### src/rtl/hdlc_rx_pkg.sv
package hdlc_rx_pkg;
    localparam int BYTE_W = 8;
    localparam logic [BYTE_W-1:0] FLAG_BYTE  = 8'h7E;
    localparam logic [BYTE_W-1:0] ABORT_BYTE = 8'h7F;

    typedef enum logic [2:0] {
        TAG_DATA     = 3'd0,
        TAG_END_OK   = 3'd1,
        TAG_END_BAD  = 3'd2,
        TAG_END_PART = 3'd3,
        TAG_LINK_UP  = 3'd4,
        TAG_ABORT    = 3'd5
    } rx_tag_e;

    typedef enum logic [1:0] {
        ST_HUNT = 2'd0,
        ST_IDLE = 2'd1,
        ST_RECV = 2'd2
    } rx_state_e;
endpackage

### src/rtl/hdlc_rx_bitfront.sv
module hdlc_rx_bitfront
    import hdlc_rx_pkg::*;
#(
    parameter int RUN_W = 5
) (
    input  logic              clk,
    input  logic              rst_n,
    input  logic              clr,
    input  logic              bit_valid,
    input  logic              bit_in,
    output logic              is_flag,
    output logic              is_abort,
    output logic              byte_done,
    output logic [BYTE_W-1:0] byte_val,
    output logic              partial
);
    localparam int HIST_W = 2 * BYTE_W;
    localparam int LAG    = BYTE_W - 1;
    localparam logic [RUN_W-1:0] RUN_MAX = '1;

    logic [RUN_W-1:0]  ones;
    logic [HIST_W-1:0] hist;
    logic [2:0]        fill;
    logic [2:0]        ph;
    logic              is_stuff;
    logic              data_bit;

    assign is_flag   = bit_valid && !bit_in && (ones == RUN_W'(6));
    assign is_stuff  = bit_valid && !bit_in && (ones == RUN_W'(5));
    assign is_abort  = bit_valid &&  bit_in && (ones == RUN_W'(6));
    assign data_bit  = bit_valid && !is_flag && !is_stuff;
    assign byte_done = data_bit && (fill == 3'(LAG)) && (ph == 3'(LAG));
    assign byte_val  = hist[BYTE_W+1:2];
    assign partial   = (ph != 3'd0);

    always_ff @(posedge clk) begin
        if (!rst_n || clr) begin
            ones <= '0;
            fill <= '0;
            ph   <= '0;
            if (!rst_n) hist <= '0;
        end else if (bit_valid) begin
            if (bit_in) ones <= (ones == RUN_MAX) ? ones : ones + 1'b1;
            else        ones <= '0;
            if (is_flag || is_abort) begin
                fill <= '0;
                ph   <= '0;
            end else if (data_bit) begin
                hist <= {bit_in, hist[HIST_W-1:1]};
                if (fill != 3'(LAG)) fill <= fill + 1'b1;
                else                 ph   <= ph + 1'b1;
            end
        end
    end
endmodule

### src/rtl/hdlc_rx_crc.sv
module hdlc_rx_crc
    import hdlc_rx_pkg::*;
#(
    parameter int           CRC_W = 16,
    parameter logic [15:0]  POLY  = 16'h8408,
    parameter logic [15:0]  INIT  = 16'hFFFF
) (
    input  logic              clk,
    input  logic              rst_n,
    input  logic              init,
    input  logic              upd,
    input  logic [BYTE_W-1:0] din,
    output logic [CRC_W-1:0]  crc
);
    logic [CRC_W-1:0] stage [0:BYTE_W];

    assign stage[0] = crc ^ {{(CRC_W-BYTE_W){1'b0}}, din};

    for (genvar i = 0; i < BYTE_W; i++) begin : g_step
        assign stage[i+1] = stage[i][0] ? ((stage[i] >> 1) ^ POLY[CRC_W-1:0])
                                        :  (stage[i] >> 1);
    end

    always_ff @(posedge clk) begin
        if (!rst_n || init) crc <= INIT[CRC_W-1:0];
        else if (upd)       crc <= stage[BYTE_W];
    end
endmodule

### src/rtl/hdlc_rx_deframer.sv
module hdlc_rx_deframer
    import hdlc_rx_pkg::*;
#(
    parameter int          RUN_W   = 5,
    parameter int          CRC_W   = 16,
    parameter logic [15:0] RESIDUE = 16'hF0B8
) (
    input  logic              clk,
    input  logic              rst_n,
    input  logic              enable,
    input  logic              terminate,
    input  logic              bit_valid,
    input  logic              bit_in,
    input  logic              addr_en,
    input  logic              addr_two,
    input  logic [BYTE_W-1:0] addr_pri,
    input  logic [BYTE_W-1:0] addr_sec,
    output logic              wr_en,
    output logic [BYTE_W-1:0] wr_data,
    output logic [2:0]        wr_tag,
    output logic              ev_open,
    output logic              ev_close,
    output logic              ev_abort,
    output logic              link_up
);
    rx_state_e         st, st_n;
    logic [1:0]        bc, bc_n;
    logic              pass_r, pass_n, pv, pv_n;
    logic [BYTE_W-1:0] pd, pd_n;
    logic              kill, crc_init, crc_upd;
    logic              is_flag, is_abort, byte_done, partial;
    logic [BYTE_W-1:0] byte_val;
    logic [CRC_W-1:0]  crc;
    logic              pass_now, end_pass;
    logic              o_wr, o_open, o_close, o_abort;
    logic [BYTE_W-1:0] o_data;
    rx_tag_e           o_tag;

    assign kill = !enable || terminate;

    hdlc_rx_bitfront #(.RUN_W(RUN_W)) u_front (
        .clk(clk), .rst_n(rst_n), .clr(kill), .bit_valid(bit_valid), .bit_in(bit_in),
        .is_flag(is_flag), .is_abort(is_abort), .byte_done(byte_done),
        .byte_val(byte_val), .partial(partial)
    );

    hdlc_rx_crc #(.CRC_W(CRC_W)) u_crc (
        .clk(clk), .rst_n(rst_n), .init(crc_init), .upd(crc_upd),
        .din(byte_val), .crc(crc)
    );

    assign pass_now = (addr_en && addr_two && bc == 2'd1) ? (pass_r && byte_val == addr_sec)
                                                          : pass_r;
    assign end_pass = pass_r && !(addr_en && addr_two && bc == 2'd1);

    always_comb begin
        st_n = st; bc_n = bc; pass_n = pass_r; pv_n = pv; pd_n = pd;
        o_wr = 1'b0; o_data = '0; o_tag = TAG_DATA;
        o_open = 1'b0; o_close = 1'b0; o_abort = 1'b0;
        crc_init = 1'b0; crc_upd = 1'b0;
        if (kill) begin
            st_n = ST_HUNT; bc_n = '0; pv_n = 1'b0; crc_init = 1'b1;
        end else begin
            unique case (st)
                ST_HUNT: begin
                    if (is_flag) begin
                        st_n = ST_IDLE; o_wr = 1'b1; o_data = FLAG_BYTE;
                        o_tag = TAG_LINK_UP; o_open = 1'b1;
                        bc_n = '0; pv_n = 1'b0; crc_init = 1'b1;
                    end
                end
                ST_IDLE, ST_RECV: begin
                    if (is_abort) begin
                        st_n = ST_HUNT; o_wr = 1'b1; o_data = ABORT_BYTE;
                        o_tag = TAG_ABORT; o_abort = 1'b1;
                        bc_n = '0; pv_n = 1'b0;
                    end else if (is_flag) begin
                        if (st == ST_RECV) begin
                            o_close = 1'b1;
                            if (pv && end_pass) begin
                                o_wr = 1'b1; o_data = pd;
                                if (partial)              o_tag = TAG_END_PART;
                                else if (crc == RESIDUE)  o_tag = TAG_END_OK;
                                else                      o_tag = TAG_END_BAD;
                            end
                        end
                        st_n = ST_IDLE; bc_n = '0; pv_n = 1'b0; crc_init = 1'b1;
                    end else if (byte_done) begin
                        st_n = ST_RECV; crc_upd = 1'b1;
                        if (pv && pass_now) begin
                            o_wr = 1'b1; o_data = pd; o_tag = TAG_DATA;
                        end
                        pd_n = byte_val; pv_n = 1'b1;
                        if (bc != 2'd2) bc_n = bc + 1'b1;
                        if (bc == 2'd0)      pass_n = !addr_en || (byte_val == addr_pri);
                        else if (bc == 2'd1) pass_n = pass_now;
                    end
                end
                default: st_n = ST_HUNT;
            endcase
        end
    end

    always_ff @(posedge clk) begin
        if (!rst_n) begin
            st <= ST_HUNT; bc <= '0; pass_r <= 1'b0; pv <= 1'b0; pd <= '0;
        end else begin
            st <= st_n; bc <= bc_n; pass_r <= pass_n; pv <= pv_n; pd <= pd_n;
        end
    end

    always_ff @(posedge clk) begin
        if (!rst_n) begin
            wr_en <= 1'b0; wr_data <= '0; wr_tag <= '0;
            ev_open <= 1'b0; ev_close <= 1'b0; ev_abort <= 1'b0;
        end else begin
            wr_en <= o_wr; wr_data <= o_data; wr_tag <= o_tag;
            ev_open <= o_open; ev_close <= o_close; ev_abort <= o_abort;
        end
    end

    assign link_up = (st != ST_HUNT);
endmodule

### config.mk
export PLATFORM = sky130hd
export DESIGN_NAME = hdlc_rx_deframer
export DESIGN_NICKNAME = d
export VERILOG_FILES = /design/src/rtl/hdlc_rx_pkg.sv /design/src/rtl/hdlc_rx_bitfront.sv /design/src/rtl/hdlc_rx_crc.sv /design/src/rtl/hdlc_rx_deframer.sv
export SDC_FILE = /design/constraint.sdc
export NUM_CORES = 1
export LEC_CHECK = 0
export ABC_AREA = 1
export BUFFER_PORTS_ARGS = -buffer_cell sky130_fd_sc_hd__buf_2
export CORE_MARGIN = 3
export CORE_UTILIZATION = 50
export DETAILED_ROUTE_END_ITERATION = 6
export PLACE_DENSITY = 0.7
export SYNTH_ARGS = -nofsm -noshare
export SYNTH_HDL_FRONTEND = slang
export SYNTH_SLANG_ARGS = --single-unit
### constraint.sdc
create_clock -name clk -period 3.36 [get_ports clk]
set_input_delay 0.168 -clock clk [delete_from_list [all_inputs] [get_ports clk]]
set_output_delay 0.168 -clock clk [all_outputs]
set_load 0.02 [all_outputs]
# --- Word level (Yosys, flattened, before mapping) ---
# Index checks and enable logic that the tools add are counted.
# W data, S select, Z words.
totals:
  register_bits: 72
  in_bits: 24
  out_inout_bits: 16
  wordCells: 180
classes:
  n_addsub: 4
  n_eq_ne: 20
  n_mux: 74
  bitwise: 15
  n_reduce_logical: 51
op_table:
  columns: ["op", "count"]
  rows:
  - ["$mux W16", 13]
  - ["$mux W8", 6]
  - ["$mux W3", 9]
  - ["$mux W2", 13]
  - ["$not A2 Y3", 8]
  - ["$mux W1", 23]
  - ["$eq A16 B16 Y1 const B", 1]
  - ["$eq A8 B8 Y1", 2]
  - ["$pmux W8 S2", 1]
  - ["$xor A16 B8 Y16", 1]
  - ["$logic_and A1 B1 Y1", 15]
  - ["$reduce_bool A2 Y1", 7]
  - ["$eq A5 B3 Y1 const B", 2]
  - ["$mux W5", 2]
  - ["$reduce_and A3 Y1", 3]
  - ["$ne A4 B2 Y1 const B", 2]
  - ["$pmux W2 S2", 2]
  - ["$reduce_and A4 Y1", 2]
  - ["$logic_not A1 Y1", 7]
  - ["$mux W7", 1]
  - ["$add A3 B1 Y3 const B", 2]
  - ["$eq A3 B3 Y1 const B", 2]
  - ["$ne A2 B1 Y1 const B", 3]
  - ["$ne A2 B2 Y1 const B", 3]
  - ["18 further kinds", 34]

# --- Logic depth before layout (Yosys ltp) ---
# Gate-level depths: netlist of run 1.
logic_depth:
  depth_word: 17
  ltp_mapped: 13
  depth_no_buf: 13

# --- By module ---
# Synthesis of run 1 repeated with hierarchy kept, for this count alone.
hier_totals:
  cells_unflattened: 548
  hier_area_um2: 3967.6
by_module_without_submodules:
  columns: ["mod", "instances", "cells_each", "area_per_inst_um2", "seq_area_each_um2"]
  rows:
  - ["hdlc_rx_deframer", 1, 204, 1511.4, 580.6]
  - ["hdlc_rx_bitfront", 1, 162, 1368.8, 640.6]
  - ["hdlc_rx_crc", 1, 182, 1087.3, 320.3]

# --- Worst setup path after synthesis of run 1 ---
# No wires, ideal clock.
synth_path:
  kind: "flip-flop to flip-flop"
  from: "register u_front.ones[0]"
  to: "register u_front.hist[10] (enable)"
  setup_ns: 0.426
  t_arrival_ns: 2.583
  required_time_ns: 2.934
  setup_slack_ns: 0.351
  stages_incl_launch_ff: 10
  path_buffers: 0
  synth_period_minus_slack_ns: 3.009
  cell_sequence: "dfxtp_1 inv_1 ha_1 inv_1 nor2_1 nand3_2 inv_2 nor2_4 inv_1 o41ai_1"
synth_between:
  elab_chain_cells: 7
  word_cells_on_any_way: 13
  classes_between: "eq/ne (3); reduce/logical (10)"
synth_lines:
  columns: ["item", "line", "source"]
  rows:
  - ["from (decl)", "hdlc_rx_bitfront.sv:21", "logic [RUN_W-1:0] ones;"]
  - ["from (signal assigned)", "hdlc_rx_bitfront.sv:43", "if (bit_in) ones <= (ones == RUN_MAX) ? ones : ones + 1'b1;"]
  - ["$eq A5 B3 Y1", "hdlc_rx_bitfront.sv:28, hdlc_rx_bitfront.sv:30", null]
  - ["$logic_and A1 B1 Y1", "hdlc_rx_bitfront.sv:28", "assign is_flag = bit_valid && !bit_in && (ones == RUN_W'(6));"]
  - ["$logic_not A1 Y1", "hdlc_rx_bitfront.sv:31", "assign data_bit = bit_valid && !is_flag && !is_stuff;"]
  - ["$logic_and A1 B1 Y1 (2 in series)", "hdlc_rx_bitfront.sv:31", null]
  - ["$reduce_bool A2 Y1 (no source line)", null, null]
  - ["$reduce_and A4 Y1 (no source line) *", null, null]
  - ["to (signal assigned)", "hdlc_rx_bitfront.sv:49", "hist <= {bit_in, hist[HIST_W-1:1]};"]
  - ["to (decl)", "hdlc_rx_bitfront.sv:22", "logic [HIST_W-1:0] hist;"]
# Mark *: on every way between the ends. The rest lies on a longest branch, timed or not.
# A chain may end at the register's enable or synchronous reset.

# --- Worst setup path in the final report of run 1 ---
layout_path:
  from: "register u_front.ones[0]"
  to: "register pass_r"
layout_between:
  elab_chain_cells: 8
  word_cells_on_any_way: 14
  classes_between: "eq/ne (2); bitwise (2); reduce/logical (10)"
layout_lines:
  columns: ["item", "line", "source"]
  rows:
  - ["$eq A5 B3 Y1", "hdlc_rx_bitfront.sv:28, hdlc_rx_bitfront.sv:30", null]
  - ["$logic_and A1 B1 Y1", "hdlc_rx_bitfront.sv:28", null]
  - ["$logic_not A1 Y1", "hdlc_rx_bitfront.sv:31", null]
  - ["$logic_and A1 B1 Y1 (2 in series)", "hdlc_rx_bitfront.sv:31", null]
  - ["$logic_and A1 B1 Y1 (2 in series)", "hdlc_rx_bitfront.sv:32", "assign byte_done = data_bit && (fill == 3'(LAG)) && (ph == 3'(LAG));"]
  - ["$reduce_and A6 Y1 (no source line) *", null, null]
  - ["to (signal assigned)", "hdlc_rx_deframer.sv:108", "st <= st_n; bc <= bc_n; pass_r <= pass_n; pv <= pv_n; pd <= pd_n;"]
  - ["to (decl)", "hdlc_rx_deframer.sv:28", "logic pass_r, pass_n, pv, pv_n;"]
# Marks and branches as above.

==> key figures, run 1 <==
Critical path
  – Type of the worst setup path: register to register
  – CP Data Required Time: 3660 ps
  – Source of the critical timing path: u_front.ones[0]
  – Arrival time worst endpoint: 2300 ps
  – R2R cell count: 14
  – Crit. End Element: register
  – Critical path startpoint category: register
  – Startpoint of the most critical register-to-register path: u_front.ones[0]
  – Highest fanout seen on the critical path: 24

Floorplanning
  – Initial Util: between 50% and 60%
  – Number of standard-cell rows in the floorplan: 29
  – Core outline area: ~6600 um2
  – Number of top-level pins: 40
  – Die height: between 80 and 90 um
  – Die width: about 90 um
  – Die Footprint: roughly 8100 um2

Hold path
  – Worst hold path type: primary input to register
  – Launch instance of the worst min-delay path: rst_n
  – Cell count of the worst hold path: 3

Clock network
  – Number of sinks on the clock net: 70
  – Total number of H-tree levels: 3
  – Clock tree from TritonCTS: yes
  – Reg clk slew, reported paths: about 80 ps
  – Clock network latency to the later pin of the worst-skew pair: around 350 ps
  – Post-cts repair resize count: 0
  – CTS Root Cell: clkbuf_8
  – Post-CTS Setup Bufs: 0
  – Number of buffers added by the clock tree synthesis step: 9
  – Post-CTS Hold Fix Bufs: 0
  – Number of buffers on the longest clock path: 2

Global route
  – Met2 demand-to-capacity share in global routing: a little under a third
  – Via count of the first global-routing pass: about 2700
  – Number of antenna violations at the first check in global routing: 0
  – Total GRT Usage: 19.9%
  – Total congestion overflow: 0
  – Wire length of the first global-routing pass: approximately 13000 um
  – Met1 usage in global routing: 27.2%
  – Global-route layer with the greatest usage: met2
  – Pin count of the biggest net entering global routing: 26
  – Met3 usage in global routing: 6.01%

Run status
  – Result of the run: finished, final reports clean

Placement
  – Placement-stage cell area: ~3800 um2
  – Routability congestion estimate: about 0.84
  – Total half-perimeter wirelength after legalization and detailed placement: ~6000 um
  – Worst-case setup slack after placement: about 1400 ps
  – Number of input and output port buffers inserted: 39
  – Total instance count after detailed placement: between 500 and 600

Drt
  – Total vias in the final route: approximately 2900
  – Iteration-0 DRC Markers: 194
  – Final wirelength: about 7600 um
  – Post-DRT Antenna Nets: 0
  – # DRC: 0
  – Drt wl/cell: 13.0 um
  – Vias/cell: between 4 and 5
  – Detailed Routing Iterations Pass 1: 5

Timing
  – # setup viols final: 0
  – Worst slew pin tran: a little under 600 ps
  – Minimum hold slack: between 100 and 150 ps
  – Final count of hold timing violations: 0
  – Top achievable clock speed: ~500 MHz
  – Setup tns final: 0 ps
  – Slew Viols, Final: 0
  – Worst clock skew: around 6.3 ps
  – RSZ-0062 raised after global routing: false
  – Final critical-path required period: roughly 2000 ps
  – Worst path setup slack after routing: around 1400 ps
  – Normalized max-slew margin: about three fifths
  – Final cycle utilization of the critical path: about 60%

Cells and area
  – Fraction of final layout cells with drive strength greater than 1: between 10% and 20%
  – # nets final: 524
  – Footprint of the flip-flops and latches: ~1500 um2
  – Count of placed standard cells in the final layout, fillers left out: 583
  – Post-synthesis to final-layout area growth: 14.4%
  – Fill cells: roughly 600
  – Antenna cells: 0
  – Post-route standard cell area excluding fillers: approximately 4000 um2
  – Area of the multi-input gates: 1640 um2
  – Final Core Density: 61.2%

Yosys
  – YS warnings: 0
  – Synth Net Count: approximately 480
  – Cell count after synthesis: 440
  – Synth Register Bits: 70
  – Sequential element share of the synthesized area: between 40% and 50%
  – Synth cell types: 38
  – Post-synthesis area per instance: about 8.0 um2
  – Post-synthesis instance area: ~3500 um2

Power
  – Worst IR Drop VDD: ~0.00024 V
  – Leakage component of the power: between 1.5 and 2 nW
  – Power density of the placed cells: approximately 440 nW/um2
  – Total power: 1.77 mW

Run
  – Total of max-cap violations: 0
## Yosys cell counts (all sizes together)
master,instances,share of area (%)
nand3,18,3.4
o22ai,1,0.18
and3,1,0.18
a31oi,1,0.18
xor2,13,3.2
edfxtp,14,12
nand4,5,0.89
xnor2,17,4.2
nor3b,3,0.64
o21ai,27,4.0
inv,74,7.9
dfxtp,56,32
buf,3,0.96
clkbuf,4,0.75
nor3,2,0.61
a211oi,2,0.43
nor2,52,6.2
or2,2,0.36
a21oi,35,5.6
o211ai,4,0.86
o41ai,1,0.25
and2,1,0.18
nor4,2,0.36
ha,15,5.3
nand2,87,9.4
## sequential cells by signal (all words and copies together), names as in the netlist, 2 cells and up
signal and cells:
bc 2, u_front.hist 14, u_front.ones 5, st 2, wr_data 8, u_front.ph 3
wr_tag 3, pd 8, u_front.fill 3, u_crc.crc 16
## power by group
| group | switching, mW | internal, mW | total (mW) |
|---|---|---|---|
| registers | 0.0101 | 0.866 | 0.877 |
| logic | 0.0671 | 0.0420 | 0.109 |
| clock network | 0.324 | 0.458 | 0.782 |
## worst max-delay path: stages, from the launching register on
cell	delay (ps)
dfxtp_1	360
inv_1	90
ha_1	200
inv_1	60
nor2_1	50
nand3_2	120
inv_2	80
nor2_4	170
nand3_4	110
nor3_4	110
buf_4	290
nand2_1	110
nand2_1	70
nand2_1	40
nor2_1	90
## layout make-up
type,instances,area share [%]
sequential,70,38.4
timing repair buffer,41,5.23
clock inverter,5,2.02
inverter,74,6.91
tap,93,2.90
clock buffer,11,3.77
multi-input combinational,289,40.8
## path summary, 6_finish.rpt
path	end	slack [ps]
setup / recovery	pass_r	1350
hold / removal	pd[2]	140
setup reg to reg	pass_r	1350
hold reg to reg	u_front.fill[0]	480
## cell families (layout without fill, tap and decap cells)
logic type                 Yosys count  count (layout)  share of synthesized area (%)
and+or+nand+nor                    173             173                           22.2
buffers and inverters               81             131                           9.62
AOI/OAI and AO/OA                   71              71                           11.5
DFF                                 70              70                           43.9
xor gates and xnor gates            30              30                           7.48
adders and majority gates           15              15                           5.34
## per-layer routing
layer  vias up  share of wire [%]
li1       1490                  -
met4         0                1.3
met5         -                  0
met3         9                4.8
met2        64                 45
met1      1290                 49
## placed cells by master (no fill, tap or decap), types with 3 or more instances in the layout
| cell type | n |
|---|---|
| nand2_1 | 86 |
| inv_1 | 68 |
| dfxtp_1 | 56 |
| nor2_1 | 47 |
| buf_2 | 39 |
| a21oi_1 | 29 |
| o21ai_0 | 20 |
| xnor2_1 | 17 |
| nand3_1 | 15 |
| ha_1 | 15 |
| edfxtp_1 | 14 |
| xor2_1 | 13 |
| clkbuf_8 | 11 |
| inv_2 | 6 |
| o21ai_1 | 6 |
| a21oi_2 | 6 |
| nand4_1 | 5 |
| o211ai_1 | 4 |
| nor2_2 | 3 |
| nor3b_1 | 3 |
(Power assumes the default switching activity.)
==> run 2: changes to the inputs <==
- PLACE_DENSITY: 0.7 -> 0.73
- clock period: 3.36 -> 1.8 ns (I/O delays scaled with it)
==> key figures, run 2 (synthesis gave the netlist of run 1 again) <==
Cells and area
  – # nets final: 562 (+7.3%)
  – Post-synthesis to final-layout area growth: 29.1%
  – Fill cells: 503 (-16%)
  – Largest regs: u_crc.crc (16), u_front.hist (14)
  – Area of the multi-input gates: 1810 um2 (+10%)
  – Commonest non-fill, non-tap cell in the layout: nand2_1
  – Most used cells in the layout excluding fill and tap cells: nand2_1, inv_1, dfxtp_1
  – Register with the most flip-flops: u_crc.crc
  – Footprint of the flip-flops and latches: 1550 um2 (+0.32%)
  – Antenna cells: 0 (unchanged)
  – Fraction of final layout cells with drive strength greater than 1: 30.0% (+13 points)
  – Flip-flop count of the largest register after layout: 16 (unchanged)

Hold path
  – Cell count of the worst hold path: 3 (unchanged)
  – Worst hold path type: primary input to register
  – Launch instance of the worst min-delay path: bit_in
  – Hold Path End: u_front.ones[4]

Critical path
  – Critical path startpoint category: register
  – R2R cell count: 13 (-1)
  – Type of the worst setup path: register to register
  – Arrival time worst endpoint: 2180 ps (-120 ps)
  – Terminus of the critical flop-to-flop path: pd[5]
  – Crit. End Element: register
  – CP Data Required Time: 2090 ps (-1570 ps)
  – Highest fanout seen on the critical path: 5 (-79%)
  – Internal reg-to-reg setup slack: -90 ps (-1440 ps)
  – Startpoint of the most critical register-to-register path: u_front.ones[0]

Placement
  – Number of input and output port buffers inserted: 39 (unchanged)
  – Routability congestion estimate: 0.815 (-2.7%)
  – Total half-perimeter wirelength after legalization and detailed placement: 5970 um (+1.8%)

Floorplanning
  – Die height: 89.8 um (unchanged)
  – Initial Util: 53.5% (unchanged)
  – Die width: 89.8 um (unchanged)
  – Number of standard-cell rows in the floorplan: 29 (unchanged)
  – Die Footprint: 8070 um2 (unchanged)
  – Number of top-level pins: 40 (unchanged)
  – Core outline area: 6570 um2 (unchanged)

Timing
  – Final critical-path required period: 1890 ps (-118 ps)
  – Normalized max-slew margin: 65.4% (+4.0 points)
  – Final count of hold timing violations: 0 (unchanged)
  – # setup viols final: 27 (+27)
  – Worst clock skew: 5.55 ps (-0.792 ps)
  – Worst path setup slack after routing: -87.4 ps (-1440 ps)
  – Slew Viols, Final: 0 (unchanged)
  – Final cycle utilization of the critical path: 105% (+45 points)
  – Worst slew pin tran: 514 ps (-64.2 ps)
  – Top achievable clock speed: 530 MHz (+6.2%)
  – Setup tns final: -1160 ps (-1160 ps)
  – Minimum hold slack: 104 ps (-34.7 ps)
  – RSZ-0062 raised after global routing: true

Global route
  – Pin count of the biggest net entering global routing: 25 (-3.8%)
  – Via count of the first global-routing pass: 2826 (+5.2%)
  – Wire length of the first global-routing pass: 13700 um (+5.0%)
  – Number of antenna violations at the first check in global routing: 0 (unchanged)
  – Total GRT Usage: 21.2% (+1.3 points)
  – Total congestion overflow: 0 (unchanged)

Drt
  – Iteration-0 DRC Markers: 236 (+22%)
  – Drt wl/cell: 14.2 um (+9.3%)
  – Final wirelength: 8790 um (+16%)
  – Total vias in the final route: 3148 (+10%)
  – Vias/cell: 5.08 (+3.8%)
  – Post-DRT Antenna Nets: 0 (unchanged)
  – # DRC: 0 (unchanged)
  – Detailed Routing Iterations Pass 1: 5 (unchanged)

Power
  – Leakage component of the power: 2.06 nW (+12%)
  – Portion of total power attributed to combinational logic: 8.0% (+1.8 points)
  – Power density of the placed cells: 720 nW/um2 (+64%)
  – Switching part of the total: 23.5% (+0.78 points)
  – Worst IR Drop VDD: 0.000683 V (+180%)
  – Cell internal pwr: 2.50 mW (+83%)
  – Sw power: 0.767 mW (+91%)
  – Clock power frac: 42.0% (-2.2 points)
  – Sequential power share: 50.0% (+0.4 points)

Clock network
  – Total number of H-tree levels: 3 (unchanged)
  – Clock tree from TritonCTS: yes
  – Clock network latency to the later pin of the worst-skew pair: 350 ps (about the same)
  – Number of buffers added by the clock tree synthesis step: 9 (unchanged)
  – Number of buffers on the longest clock path: 2 (unchanged)
  – Number of sinks on the clock net: 70 (unchanged)
  – CTS Root Cell: clkbuf_8
  – Reg clk slew, reported paths: 70 ps (about the same)

Run status
  – Result of the run: complete, but fails checks
  – Failing checks: setup timing

Run
  – Total of max-cap violations: 0 (unchanged)
==> run 2: changes by cell type in the layout (fill, tap and decap cells not counted), moves of 6 or more <==
cell,previous run,this run
o21ai_0,20,14
buf_4,2,28
nand2_2,1,9
inv_1,68,62
a21oi_2,6,14
buf_6,0,6
nand2_1,86,76
a21oi_1,29,21
==> run 2: final cells by class <==
type	count	share of cell area, %
repair buffers	77	12.5
well taps	93	2.57
clock inverters	6	1.85
flip-flops and latches	70	34.1
clock buffers	9	2.73
inverters	74	6.34
multi-input cells	291	39.9
==> run 2: power groups by stage <==
stage | clock (mW) | combinational [mW] | sequential [mW]
2_1_floorplan | 0 | 0.142 | 1.67
3_3_place_gp | 0 | 0.232 | 1.67
3_5_place_dp | 0 | 0.237 | 1.67
4_1_cts | 1.38 | 0.256 | 1.64
5_1_grt | 1.44 | 0.287 | 1.64
6_report | 1.37 | 0.261 | 1.63
==> run 2: metal layers <==
metal	GRT usage, %	vias to the layer above	routed length [um]
li1	-	1571	-
met1	28.5	1466	4110
met2	34.0	90	3990
met3	5.09	21	502
met4	6.00	0	195
met5	0	-	0
==> run 2: through the flow <==
stage | std cells | util, % | setup slack (ps) | area, um2 | total power [mW]
floorplan | 440 | - | -208 | 3540 | 1.81
global placement | 589 | 60.9 | 3.55 | 4000 | 1.90
detailed placement | 589 | 60.9 | -67.4 | 4000 | 1.91
CTS | 609 | 65.3 | -67.8 | 4290 | 3.27
global route | 620 | 69.1 | -194 | 4540 | 3.36
finish | 620 | 69.1 | -87.4 | 4540 | 3.27
==> run 2: timing repair <==
action,CTS,global route
hold endpoints to repair,0,0
hold buffers,0,0
pin swaps,5,11
gates cloned,2,4
setup buffers,3,8
gates resized for setup,6,45
setup endpoints to repair,25,48
==> run 2: how the worst max path moves through the flow <==
stage                          startpoint  slack [ps]          endpoint
final                     u_front.ones[0]         -90             pd[5]
after global routing      u_front.ones[0]        -190             pd[5]
after CTS                 u_front.ones[1]         -70   u_front.hist[8]
after detailed placement  u_front.ones[1]         -70        wr_data[5]
after floorplan           u_front.ones[0]        -210  u_front.hist[10]
after global placement    u_front.ones[1]           4   u_front.hist[8]
==> run 2: worst max-delay path, stage by stage (launching register included) <==
cell	delay, ps
dfxtp_4	370
inv_2	40
ha_2	170
inv_2	40
nor2_2	30
nand3_2	70
inv_2	60
nor2_4	150
nand3_4	130
nor3_4	280
buf_4	170
clkbuf_16	130
o21ai_1	60
a21oi_2	100
==> run 3: changes to the inputs <==
- CTS_BUF_LIST: unset -> sky130_fd_sc_hd__clkbuf_16
==> key figures, run 3 (synthesis gave the netlist of run 1 again) <==
Critical path
  – Internal reg-to-reg setup slack: -150 ps (-60 ps)
  – Highest fanout seen on the critical path: 6 (+1)
  – Startpoint of the most critical register-to-register path: u_front.ones[0]
  – R2R cell count: 13 (unchanged)
  – Worst setup path endpoint: u_crc.crc[3]
  – Critical path startpoint category: register
  – Arrival time worst endpoint: 2220 ps (+40 ps)
  – CP Data Required Time: 2070 ps (-20 ps)
  – Type of the worst setup path: register to register
  – Source of the critical timing path: u_front.ones[0]
  – Terminus of the critical flop-to-flop path: u_crc.crc[3]
  – Crit. End Element: register

Timing
  – Worst path setup slack after routing: -149 ps (-61.7 ps)
  – Worst clock skew: 4.61 ps (-0.946 ps)
  – Normalized max-slew margin: 66.7% (+1.3 points)
  – Top achievable clock speed: 513 MHz (-3.2%)
  – Final cycle utilization of the critical path: 108% (+3.4 points)
  – Worst slew pin tran: 496 ps (-18.3 ps)
  – Minimum hold slack: 126 ps (+21.6 ps)
  – Final count of hold timing violations: 0 (unchanged)
  – # setup viols final: 36 (+33%)
  – Final critical-path required period: 1950 ps (+61.7 ps)
  – RSZ-0062 raised after global routing: true
  – Setup tns final: -2880 ps (-1720 ps)
  – Slew Viols, Final: 0 (unchanged)

Run
  – Total of max-cap violations: 0 (unchanged)

Cells and area
  – Post-route standard cell area excluding fillers: 4800 um2 (+5.9%)
  – Most used cells in the layout excluding fill and tap cells: nand2_1, inv_1, dfxtp_1
  – Fraction of final layout cells with drive strength greater than 1: 34.3% (+4.4 points)
  – Flip-flop count of the largest register after layout: 16 (unchanged)
  – Area of the multi-input gates: 1930 um2 (+6.6%)
  – Final Core Density: 73.1% (+4.1 points)
  – Count of placed standard cells in the final layout, fillers left out: 623 (+0.48%)
  – Largest regs: u_crc.crc (16), u_front.hist (14)
  – Post-synthesis to final-layout area growth: 36.7%
  – Fill cells: 443 (-12%)
  – Register with the most flip-flops: u_crc.crc
  – Antenna cells: 0 (unchanged)
  – # nets final: 565 (+0.53%)
  – Footprint of the flip-flops and latches: 1550 um2 (+0.16%)
  – Commonest non-fill, non-tap cell in the layout: nand2_1

Drt
  – # DRC: 0 (unchanged)
  – Total vias in the final route: 3313 (+5.2%)
  – Detailed Routing Iterations Pass 1: 5 (unchanged)
  – Drt wl/cell: 16.3 um (+15%)
  – Post-DRT Antenna Nets: 0 (unchanged)
  – Iteration-0 DRC Markers: 338 (+43%)
  – Final wirelength: 10200 um (+16%)
  – Vias/cell: 5.32 (+4.7%)

Power
  – Clock power frac: 49.4% (+7.4 points)
  – Leakage component of the power: 2.13 nW (+3.5%)
  – Worst IR Drop VDD: 0.000621 V (-9.2%)
  – Total power: 3.79 mW (+16%)
  – Cell internal pwr: 2.94 mW (+17%)
  – Switching part of the total: 22.4% (-1.0 points)
  – Sequential power share: 43.2% (-6.8 points)
  – Portion of total power attributed to combinational logic: 7.4% (-0.6 points)
  – Sw power: 0.850 mW (+11%)
  – Power density of the placed cells: 789 nW/um2 (+9.5%)

Floorplanning
  – Die height: 89.8 um (unchanged)
  – Die Footprint: 8070 um2 (unchanged)
  – Number of standard-cell rows in the floorplan: 29 (unchanged)
  – Number of top-level pins: 40 (unchanged)
  – Initial Util: 53.5% (unchanged)
  – Core outline area: 6570 um2 (unchanged)
  – Die width: 89.8 um (unchanged)

Clock network
  – Reg clk slew, reported paths: 60 ps (about the same)
  – Post-CTS Hold Fix Bufs: 0 (unchanged)
  – CTS Root Cell: clkbuf_16
  – Clock tree from TritonCTS: yes
  – Number of sinks on the clock net: 70 (unchanged)
  – Clock network latency to the later pin of the worst-skew pair: 330 ps (-20 ps)
  – Total number of H-tree levels: 3 (unchanged)
  – Number of buffers added by the clock tree synthesis step: 9 (unchanged)
  – Number of buffers on the longest clock path: 2 (unchanged)

Global route
  – Number of antenna violations at the first check in global routing: 0 (unchanged)
  – Total congestion overflow: 0 (unchanged)
  – Via count of the first global-routing pass: 2983 (+5.6%)
  – Wire length of the first global-routing pass: 14200 um (+3.9%)
  – Total GRT Usage: 22.2% (+1.0 points)
  – Pin count of the biggest net entering global routing: 25 (unchanged)

Placement
  – Total instance count after detailed placement: 589 (unchanged)
  – Total half-perimeter wirelength after legalization and detailed placement: 5970 um (unchanged)
  – Routability congestion estimate: 0.815 (unchanged)
  – Worst-case setup slack after placement: -67.4 ps (unchanged)
  – Placement-stage cell area: 4000 um2 (unchanged)
  – Number of input and output port buffers inserted: 39 (unchanged)

Hold path
  – Worst hold path type: primary input to register

Run status
  – Failing checks: setup timing
  – Result of the run: complete, but fails checks
[run 3: cell types whose count changed in the layout (fill, tap and decap cells not counted), moves of 3 or more]
cell and change:
clkbuf_16 +9, clkbuf_8 -9, a21oi_1 -8, a21oi_2 +6, inv_4 +4, o21ai_0 -4
inv_2 -3, nand2_4 +3, o21ai_2 +3
[run 3: layout make-up]
class	instances	area share, %
inverter	74	6.28
multi-input combinational	291	40.2
timing repair buffer	80	12.5
clock buffer	9	4.69
tap	93	2.42
sequential	70	32.3
clock inverter	6	1.75
[run 3: critical path: stages (launching register included)]
cell and delay, ps:
dfxtp_4 380, inv_4 40, ha_4 150, inv_4 50, nor2_4 30, nand3_2 110
inv_4 50, nor2_4 160, nand3_4 130, nor3_4 280, buf_6 170, clkbuf_16 150
nand2_1 60, nand3_1 90
[run 3: timing repair]
item | CTS | global route
setup buffers | 5 | 10
cloned | 2 | 4
endpoints found under the setup margin | 27 | 49
pin swaps | 9 | 17
gates resized for setup | 16 | 76
[run 3: worst min path at each step]
stage           start         endpoint  slack, ps  cells past startpoint
5_1_grt        bit_in  u_front.ones[4]        120                      3
6_report       bit_in  u_front.ones[4]        130                      3
4_1_cts        bit_in  u_front.ones[4]        110                      3
3_3_place_gp   bit_in  u_front.ones[4]        450                      3
2_1_floorplan  bit_in  u_front.ones[4]        250                      2
3_5_place_dp    pd[7]       wr_data[7]        450                      2
[run 3: routing by layer]
metal  GRT usage [%]  vias to the layer above  wire length (um)
met2            36.5                      173              4930
li1                -                     1577                 -
met5               0                        -                 0
met3            6.84                       39               873
met1            28.2                     1524              4110
met4            6.39                        0               257
[run 3: power groups by stage]
stage | clock (mW) | combinational [mW] | sequential, mW
final | 1.87 | 0.280 | 1.64
after global routing | 1.94 | 0.305 | 1.64
after CTS | 1.87 | 0.259 | 1.64
after detailed placement | 0 | 0.237 | 1.67
after global placement | 0 | 0.232 | 1.67
after floorplan | 0 | 0.142 | 1.67
